$ cat src/rtl/dram_seq_pkg.sv
`timescale 1ns/1ps
package dram_seq_pkg;
  typedef enum logic [2:0] {
    ST_IDLE = 3'd0,
    ST_ROW  = 3'd1,
    ST_RAS  = 3'd2,
    ST_CAS  = 3'd3,
    ST_PRE  = 3'd4
  } seq_state_e;

  typedef enum logic {
    SRC_CPU = 1'b0,
    SRC_VID = 1'b1
  } src_e;
endpackage

$ cat src/rtl/dram_arbiter.sv
`timescale 1ns/1ps
module dram_arbiter (
  input  logic accept,
  input  logic vid_req,
  input  logic cpu_req,
  input  logic cpu_refresh,
  output logic grant_vid,
  output logic grant_cpu
);
  logic cpu_live;

  // refresh-phase cycles never compete for the bus
  assign cpu_live  = cpu_req && !cpu_refresh;
  assign grant_vid = accept && vid_req;
  assign grant_cpu = accept && cpu_live && !vid_req;
endmodule

$ cat src/rtl/dram_addr_perm.sv
`timescale 1ns/1ps
module dram_addr_perm #(
  parameter int HALF_W = 8,
  localparam int ADDR_W = 2 * HALF_W
) (
  input  logic              mode,
  input  logic [ADDR_W-1:0] addr,
  output logic [HALF_W-1:0] row,
  output logic [HALF_W-1:0] col
);
  // ascending row half: address bits just above bit 0
  function automatic logic [HALF_W-1:0] asc_row(input logic [ADDR_W-1:0] a);
    return a[HALF_W:1];
  endfunction

  // ascending column half: top bits, with bit 0 as the lowest line
  function automatic logic [HALF_W-1:0] asc_col(input logic [ADDR_W-1:0] a);
    return {a[ADDR_W-1:HALF_W+1], a[0]};
  endfunction

  // exchange lines 2k and 2k+1
  function automatic logic [HALF_W-1:0] swap_pairs(input logic [HALF_W-1:0] v);
    logic [HALF_W-1:0] r;
    for (int j = 0; j < HALF_W; j++) r[j] = v[j ^ 1];
    return r;
  endfunction

  logic [HALF_W-1:0] row_asc, col_asc;
  assign row_asc = asc_row(addr);
  assign col_asc = asc_col(addr);
  assign row = mode ? row_asc : swap_pairs(row_asc);
  assign col = mode ? col_asc : swap_pairs(col_asc);
endmodule

$ cat src/rtl/dram_strobe_fsm.sv
`timescale 1ns/1ps
module dram_strobe_fsm
  import dram_seq_pkg::*;
(
  input  logic clk,
  input  logic rst_n,
  input  logic start,
  output logic idle,
  output logic ras_phase,
  output logic cas_phase,
  output logic pre_phase
);
  seq_state_e state, state_nxt;

  always_comb begin
    case (state)
      ST_IDLE: state_nxt = start ? ST_ROW : ST_IDLE;
      ST_ROW:  state_nxt = ST_RAS;
      ST_RAS:  state_nxt = ST_CAS;
      ST_CAS:  state_nxt = ST_PRE;
      default: state_nxt = ST_IDLE;
    endcase
  end

  always_ff @(posedge clk) begin
    if (!rst_n) state <= ST_IDLE;
    else        state <= state_nxt;
  end

  assign idle      = (state == ST_IDLE);
  assign ras_phase = (state == ST_RAS);
  assign cas_phase = (state == ST_CAS);
  assign pre_phase = (state == ST_PRE);
endmodule

$ cat src/rtl/dram_addr_seq.sv
`timescale 1ns/1ps
module dram_addr_seq
  import dram_seq_pkg::*;
#(
  parameter int HALF_W = 8,
  parameter int DATA_W = 8,
  parameter int BANKS  = 2,
  localparam int ADDR_W = 2 * HALF_W,
  localparam int BANK_W = (BANKS > 1) ? $clog2(BANKS) : 1
) (
  input  logic              clk,
  input  logic              rst_n,
  input  logic              perm_mode,
  input  logic              cpu_req,
  input  logic              cpu_refresh,
  input  logic              cpu_we,
  input  logic [BANK_W-1:0] cpu_bank,
  input  logic [ADDR_W-1:0] cpu_addr,
  input  logic [DATA_W-1:0] cpu_wdata,
  output logic              cpu_ready,
  output logic              cpu_rvalid,
  output logic [DATA_W-1:0] cpu_rdata,
  input  logic              vid_req,
  input  logic [ADDR_W-2:0] vid_waddr,
  input  logic              vid_phase,
  output logic              vid_rvalid,
  output logic [DATA_W-1:0] vid_rdata,
  output logic [HALF_W-1:0] dram_addr,
  output logic              dram_ras_n,
  output logic [BANKS-1:0]  dram_cas_n,
  output logic              dram_we_n,
  output logic [DATA_W-1:0] dram_wdata,
  input  logic [DATA_W-1:0] dram_rdata
);
  // named internal events, also used by the bound checker
  logic grant_vid, grant_cpu, seq_idle, ras_phase, cas_phase, pre_phase;
  logic cpu_done;

  logic [ADDR_W-1:0] lat_addr;
  logic              lat_mode, lat_we;
  src_e              lat_src;
  logic [BANK_W-1:0] lat_bank;
  logic [DATA_W-1:0] lat_wdata, rdata_q;
  logic [HALF_W-1:0] row_half, col_half;

  dram_arbiter arb_i (
    .accept     (seq_idle),
    .vid_req    (vid_req),
    .cpu_req    (cpu_req),
    .cpu_refresh(cpu_refresh),
    .grant_vid  (grant_vid),
    .grant_cpu  (grant_cpu)
  );

  dram_strobe_fsm fsm_i (
    .clk      (clk),
    .rst_n    (rst_n),
    .start    (grant_vid || grant_cpu),
    .idle     (seq_idle),
    .ras_phase(ras_phase),
    .cas_phase(cas_phase),
    .pre_phase(pre_phase)
  );

  dram_addr_perm #(.HALF_W(HALF_W)) perm_i (
    .mode(lat_mode),
    .addr(lat_addr),
    .row (row_half),
    .col (col_half)
  );

  always_ff @(posedge clk) begin
    if (!rst_n) begin
      lat_addr  <= '0;
      lat_mode  <= 1'b0;
      lat_we    <= 1'b0;
      lat_src   <= SRC_CPU;
      lat_bank  <= '0;
      lat_wdata <= '0;
    end else if (grant_vid) begin
      lat_addr  <= {vid_waddr, vid_phase};
      lat_mode  <= perm_mode;
      lat_we    <= 1'b0;
      lat_src   <= SRC_VID;
      lat_bank  <= '0;
    end else if (grant_cpu) begin
      lat_addr  <= cpu_addr;
      lat_mode  <= perm_mode;
      lat_we    <= cpu_we;
      lat_src   <= SRC_CPU;
      lat_bank  <= cpu_bank;
      lat_wdata <= cpu_wdata;
    end
  end

  // capture at the edge that closes the column phase
  always_ff @(posedge clk) begin
    if (!rst_n)                  rdata_q <= '0;
    else if (cas_phase && !lat_we) rdata_q <= dram_rdata;
  end

  assign dram_addr  = cas_phase ? col_half : row_half;
  assign dram_ras_n = !(ras_phase || cas_phase);
  assign dram_we_n  = !(cas_phase && lat_we);
  assign dram_wdata = lat_wdata;

  for (genvar b = 0; b < BANKS; b++) begin : g_cas
    assign dram_cas_n[b] = !(cas_phase && (lat_bank == BANK_W'(b)));
  end

  assign cpu_done   = pre_phase && (lat_src == SRC_CPU);
  assign cpu_rvalid = cpu_done && !lat_we;
  assign vid_rvalid = pre_phase && (lat_src == SRC_VID);
  assign cpu_ready  = !cpu_req || cpu_refresh || cpu_done;
  assign cpu_rdata  = rdata_q;
  assign vid_rdata  = rdata_q;
endmodule

$ cat config.mk
export PLATFORM = sky130hd
export DESIGN_NAME = dram_addr_seq
export DESIGN_NICKNAME = d
export VERILOG_FILES = /design/src/rtl/dram_seq_pkg.sv /design/src/rtl/dram_arbiter.sv /design/src/rtl/dram_addr_perm.sv /design/src/rtl/dram_strobe_fsm.sv /design/src/rtl/dram_addr_seq.sv
export SDC_FILE = /design/constraint.sdc
export NUM_CORES = 1
export LEC_CHECK = 0
export BUFFER_PORTS_ARGS = -buffer_cell sky130_fd_sc_hd__buf_2
export CELL_PAD_IN_SITES_DETAIL_PLACEMENT = 1
export CELL_PAD_IN_SITES_GLOBAL_PLACEMENT = 2
export CORE_MARGIN = 2
export CORE_UTILIZATION = 25
export CTS_CLUSTER_SIZE = 30
export DETAILED_ROUTE_END_ITERATION = 6
export PLACE_DENSITY_LB_ADDON = 0.1
export SLEW_MARGIN = 0
export SYNTH_ARGS = -nofsm -noshare
export SYNTH_HDL_FRONTEND = slang
export SYNTH_SLANG_ARGS = --single-unit
$ cat constraint.sdc
create_clock -name clk -period 1.5 [get_ports clk]
set_input_delay 0.15 -clock clk [delete_from_list [all_inputs] [get_ports clk]]
set_output_delay 0.15 -clock clk [all_outputs]
set_load 0.02 [all_outputs]
==> metrics, run 1 <==
yosys synthesis warning count=0; part of the power in registers=32.1%; footprint of the multi-input gates=0.00119 sq mm; drt drc=0; fin crit share=114%; initial core utilization=26.0%; chip height=94.2 um; TNS Setup=-1.50 ns; total length of routed met3 wires=312 um; Met1 Routed Length=3250 um; initial antenna violation count=0; met2 routed wirelength=2870 um; share of layout cells above drive strength 1=51.4%; IO Count=95; Crit path largest cell delay=0.35 ns; fin util=39.3%; Slew HR=56.6%; Cell variety after synth=33; Peak supply drop=0.623 mV; fin area=0.00307 sq mm; # H-tree levels=2; crit path kind=register to output pin; # diodes=0; DP Worst Slack=0.0448 ns; Vias/cell=4.76; combinational share of power=47.5%; most frequent cells in the layout=buf_2, dfxtp_1, buf_4, mux2i_1, a21oi_1; CTS tree=done; Max-Cap Viols=0; crit start category=register; Sw Share=36.0%; Avg Synthesized Cell Area=9.15 sq um; Worst Setup EP=dram_addr[5]; CP Capture Type=output pin; Non-Filler Instances=421; Pins Over Slew Limit=0; Setup violations, final=12; antenna viol nets, final=0; outcome=finished with violations; layout overhead on the synthesized area=50.9%; fmax=587 MHz; Final min period=1.70 ns; failing checks=negative setup slack; FF-to-FF Start=fsm_i.state[2]; r2r setup slk=0 ns; first-pass GRT wire length=10100 um; Placed Cells=406; family with the most delay on the worst path=flip-flops; Switching Power=1.61 mW; mapped cell area=0.00203 sq mm; routability cong.=0.710; placed cell area=0.00266 sq mm; Pwr Density=1460 mW/mm^2; worst-skew pair later-pin latency=0.29 ns; DRT iter0 DRCs=51; R2R cell count=5; Global Route Usage Sum=14.4%; final wirelength=6490 um; wire per inst=15.4 um; Yosys reg bits=39; clk root buf=clkbuf_8; grt ovf=0; highest metal used=met4; Slew @ Worst Pin=0.652 ns; CP max stage cell=dfxtp_4; RSZ-0062 raised after global routing=true; sink count of the clock tree=39; vias=2006; commonest non-fill, non-tap cell in the layout=buf_2; core area=0.00781 sq mm; Critical R2R Capture=dram_wdata[1]; CP bufs+invs=2; FF/Latch Area=792 sq um; register area share after synthesis=38.4%; number of stages on the worst setup path=5; die width=94.2 um; critical path startpoint=fsm_i.state[2]; crit-path max FO=4; Mapped Nets=278; worst min-delay path startpoint=dram_rdata[1]; DRT Pass-1 Iters=4; CTS Buffer Depth=2; largest net degree at the start of global routing=23; Critical Path RT=1.35 ns; CTS Hold Buffers Added=0; Final Skew=0.00458 ns; fin nets=374; Int Pwr=2.86 mW; final hold vios=0; fill count=950; DP HPWL=4590 um; port buffer count=94; Clock transition at path regs=0.08 ns; vias in the first global route=1996; fraction of power consumed by the clock network=20.4%; total CTS buffers=5; worst-path cell chain=and3b_2 -> mux2i_2 -> buf_4 -> mux2i_2 -> buf_4; Synth Instances=222; min-delay worst type=input port to register; fin worst setup slack=-0.204 ns; Leakage=1.49 nW; die area=0.00887 sq mm; CP arrival=1.55 ns; # rows=32
-- metal layers --
layer	global-route usage (%)	up-vias
met5	0	-
met4	3.62	0
met3	2.81	5
met2	22.1	56
met1	20.7	944
li1	-	1001
-- cells in the mapped netlist --
master    number  area, sq um
dfxtp_1       39          781
mux2i_1       32          320
a21oi_1       19         95.1
nand2_1       15         56.3
o211a_1       15          150
o211ai_1      15          113
buf_2         11         55.1
nand3_1       10         50.1
o21ai_1       10         50.1
buf_4          9         67.6
o21ai_0        8         40.0
clkbuf_1       7         26.3
buf_1          3         11.3
buf_6          3         33.8
nand2b_1       3         18.8
nor2_1         3         11.3
nor2b_1        2         12.5
nor3_1         2         10.0
o21a_1         2         15.0
a211oi_1       1         7.51
a21o_1         1         7.51
a22oi_1        1         7.51
and3_1         1         6.26
and3b_1        1         8.76
inv_1          1         3.75
nand3b_1       1         7.51
nand3b_2       1         11.3
nor3_4         1         16.3
nor4_1         1         6.26
nor4bb_1       1         10.0
o22ai_1        1         6.26
or4_1          1         7.51
xnor2_1        1         8.76
-- area by class of cell --
cell class	count	area share (%)
tap	102	4.16
multi-input combinational	149	38.7
timing repair buffer	122	27.3
sequential	39	25.8
clock inverter	2	1.14
inverter	1	0.122
clock buffer	6	2.69
-- kinds of logic after synthesis --
family	synth area share (%)
buffers and inverters	9.73
and+or+nand+nor	11.5
muxes	15.8
xor gates and xnor gates	0.431
DFF	38.4
AOI/OAI and AO/OA	24.2
-- metrics by stage --
| stage | power (mW) | hold WS [ns] |
|---|---|---|
| 5_1_grt | 4.75 | 0.0914 |
| 4_1_cts | 4.12 | 0.0780 |
| 3_5_place_dp | 3.08 | 0.400 |
| 2_1_floorplan | 2.52 | 0.286 |
| 6_report | 4.47 | 0.0892 |
| 3_3_place_gp | 3.06 | 0.394 |
-- sequential cells by signal, summed over array words and instances, names as in the netlist --
signal	flops
lat_mode	1
lat_bank	1
lat_addr	16
cpu_rdata	8
dram_wdata	8
lat_we	1
lat_src	1
fsm_i.state	3
-- worst min-delay path by stage --
| stage | endpoint | slack, ns | cells past startpoint |
|---|---|---|---|
| 4_1_cts | cpu_rdata[1] | 0.08 | 3 |
| 5_1_grt | cpu_rdata[2] | 0.09 | 3 |
| 3_3_place_gp | cpu_rdata[4] | 0.39 | 3 |
| 3_5_place_dp | cpu_rdata[4] | 0.40 | 3 |
| 6_report | cpu_rdata[1] | 0.09 | 3 |
| 2_1_floorplan | cpu_rdata[0] | 0.29 | 2 |
-- repair_timing --
action | in CTS | in global routing
setup buffers | 1 | 3
gates cloned | 0 | 3
setup endpoints to repair | 12 | 39
gates resized for setup | 20 | 36
pin swaps | 1 | 15
-- power groups by stage --
stage / Clock (mW) / Combinational, mW / Sequential [mW]
finish: 0.911 / 2.12 / 1.44
global placement: 0 / 1.66 / 1.40
floorplan: 0 / 1.15 / 1.37
detailed placement: 0 / 1.68 / 1.40
global route: 0.988 / 2.29 / 1.47
CTS: 0.945 / 1.77 / 1.41
-- tightest hold or removal path, cell delays in order --
cell and delay, ns:
buf_2 0.10, nand2_1 0.05, a21oi_1 0.05
No activity file was read; power rests on OpenSTA's default activity.
==> run 2: changes to the inputs <==
Settings changed: GPL_TIMING_DRIVEN set to 0.
==> run 2 against run 1 <==
  * The flow still finishes with violations (negative setup slack)
  * Count of clock-buffer cells in the layout unchanged
  * Highest routed layer unchanged
  * Clock power decreased by 27%
  * Global-route usage increased by 0.99 points
  * Sequential power about the same
  * Via count increased by 2.8%
  * Power increased by 0.88%
  * Combinational power increased by 13%
  * Core utilization increased by 1.7 points
==> metrics, run 2 (synthesis results as in run 1) <==
outcome=finished with violations; failing checks=negative setup slack; largest net degree at the start of global routing=11; Leakage=1.56 nW; max reg flops=16; worst-skew pair later-pin latency=0.29 ns; most frequent cells in the layout=buf_2, dfxtp_1, mux2i_1, buf_4, buf_6; CTS Buffer Depth=2; routability cong.=0.717; CP bufs+invs=3; fin crit share=120%; Crit path largest cell delay=0.33 ns; drt drc=0; antenna viol nets, final=0; clk root buf=clkbuf_8; RSZ-0062 raised after global routing=true; FF-to-FF Start=fsm_i.state[0]; port buffer count=93; Slew HR=48.0%; most flop-heavy register=lat_addr; R2R cell count=6; DP Worst Slack=-0.326 ns; Global Route Usage Sum=15.4%; fin util=40.9%; Non-Filler Instances=442; first-pass GRT wire length=10600 um; DRT iter0 DRCs=34; IO Count=95; CP max stage cell=dfxtp_2; # rows=32; fmax=556 MHz; final hold vios=0; fin worst setup slack=-0.298 ns; CTS tree=done; total CTS buffers=5; fin nets=397; sink count of the clock tree=39; Worst Setup EP=dram_addr[4]; Setup violations, final=24; CP arrival=1.65 ns; Critical R2R Capture=dram_wdata[1]; crit path kind=register to output pin; initial core utilization=26.0%; min-delay worst type=input port to register; Slew @ Worst Pin=0.780 ns; # H-tree levels=2; critical path startpoint=fsm_i.state[2]; most used cell, CP=buf_6; wire per inst=14.9 um; crit-path max FO=4; r2r setup slk=-0.11 ns; TNS Setup=-3.32 ns; initial antenna violation count=0; DRT Pass-1 Iters=4; Placed Cells=417; Final min period=1.80 ns; commonest non-fill, non-tap cell in the layout=buf_2; Critical Path RT=1.35 ns; CTS Hold Buffers Added=0; Peak supply drop=0.498 mV; DP HPWL=4720 um; die area=0.00887 sq mm; total power after layout=4.51 mW; vias=2062; # diodes=0; Max-Cap Viols=0; share of layout cells above drive strength 1=52.4%; layout overhead on the synthesized area=57.3%; grt ovf=0; number of stages on the worst setup path=6; crit start category=register; core area=0.00781 sq mm; die width=94.2 um; chip height=94.2 um; vias in the first global route=2129; family with the most delay on the worst path=buffers and inverters; Clock transition at path regs=0.07 ns; CP Capture Type=output pin; final wirelength=6590 um; worst-path cell chain=buf_6 -> and3b_1 -> buf_6 -> mux2i_4 -> mux2i_2 -> buf_4; Pwr Density=1410 mW/mm^2; Vias/cell=4.67; Pins Over Slew Limit=0; Final Skew=0.00232 ns
[run 2: worst min path at each step]
stage / endpoint / slack (ns) / from / depth (start not counted)
2_1_floorplan: cpu_rdata[0] / 0.29 / dram_rdata[0] / 2
3_3_place_gp: cpu_rdata[4] / 0.40 / dram_rdata[4] / 3
3_5_place_dp: cpu_rdata[3] / 0.40 / dram_rdata[3] / 3
4_1_cts: cpu_rdata[3] / 0.09 / dram_rdata[3] / 3
5_1_grt: cpu_rdata[3] / 0.10 / dram_rdata[3] / 3
6_report: cpu_rdata[0] / 0.09 / dram_rdata[0] / 3
[run 2: area by class of cell]
cell class / instances / area (sq um)
tap: 102 / 128
multi-input combinational: 149 / 1220
inverter: 1 / 3.75
timing repair buffer: 114 / 754
buffer: 31 / 234
sequential: 39 / 787
clock buffer: 6 / 72.6
fill: 932 / 4610
[run 2: power by group]
group,switching (mW),internal [mW]
Combinational,1.11,1.29
Sequential,0.194,1.25
Clock,0.353,0.310
[run 2: what timing repair did]
item,CTS,global route
setup endpoints to repair,33,47
resized for setup,45,41
buffers inserted,13,7
cloned,1,2
pin swaps,2,10
[run 2: worst reg2reg max path, cell delays in order, from the launching register on]
cell and delay (ns):
dfxtp_2 0.32, buf_6 0.12, buf_6 0.13, or4_4 0.56, buf_8 0.16, o21ai_2 0.11, a21oi_1 0.07
[run 2: routing by layer]
layer	global-route usage (%)	up-vias	wire length, um	part of all wire [%]
met3	3.37	7	355	5.4
met4	3.62	0	69	1.0
li1	-	1038	-	-
met5	0	-	0	0
met1	21.4	958	3170	48
met2	24.4	59	3000	45
[run 2: metrics by stage]
stage	hold slack (ns)	cell area, sq um
final	0.0943	3200
after global routing	0.101	3200
after CTS	0.0853	2980
after detailed placement	0.403	2640
after global placement	0.397	2640
after floorplan	0.286	2050
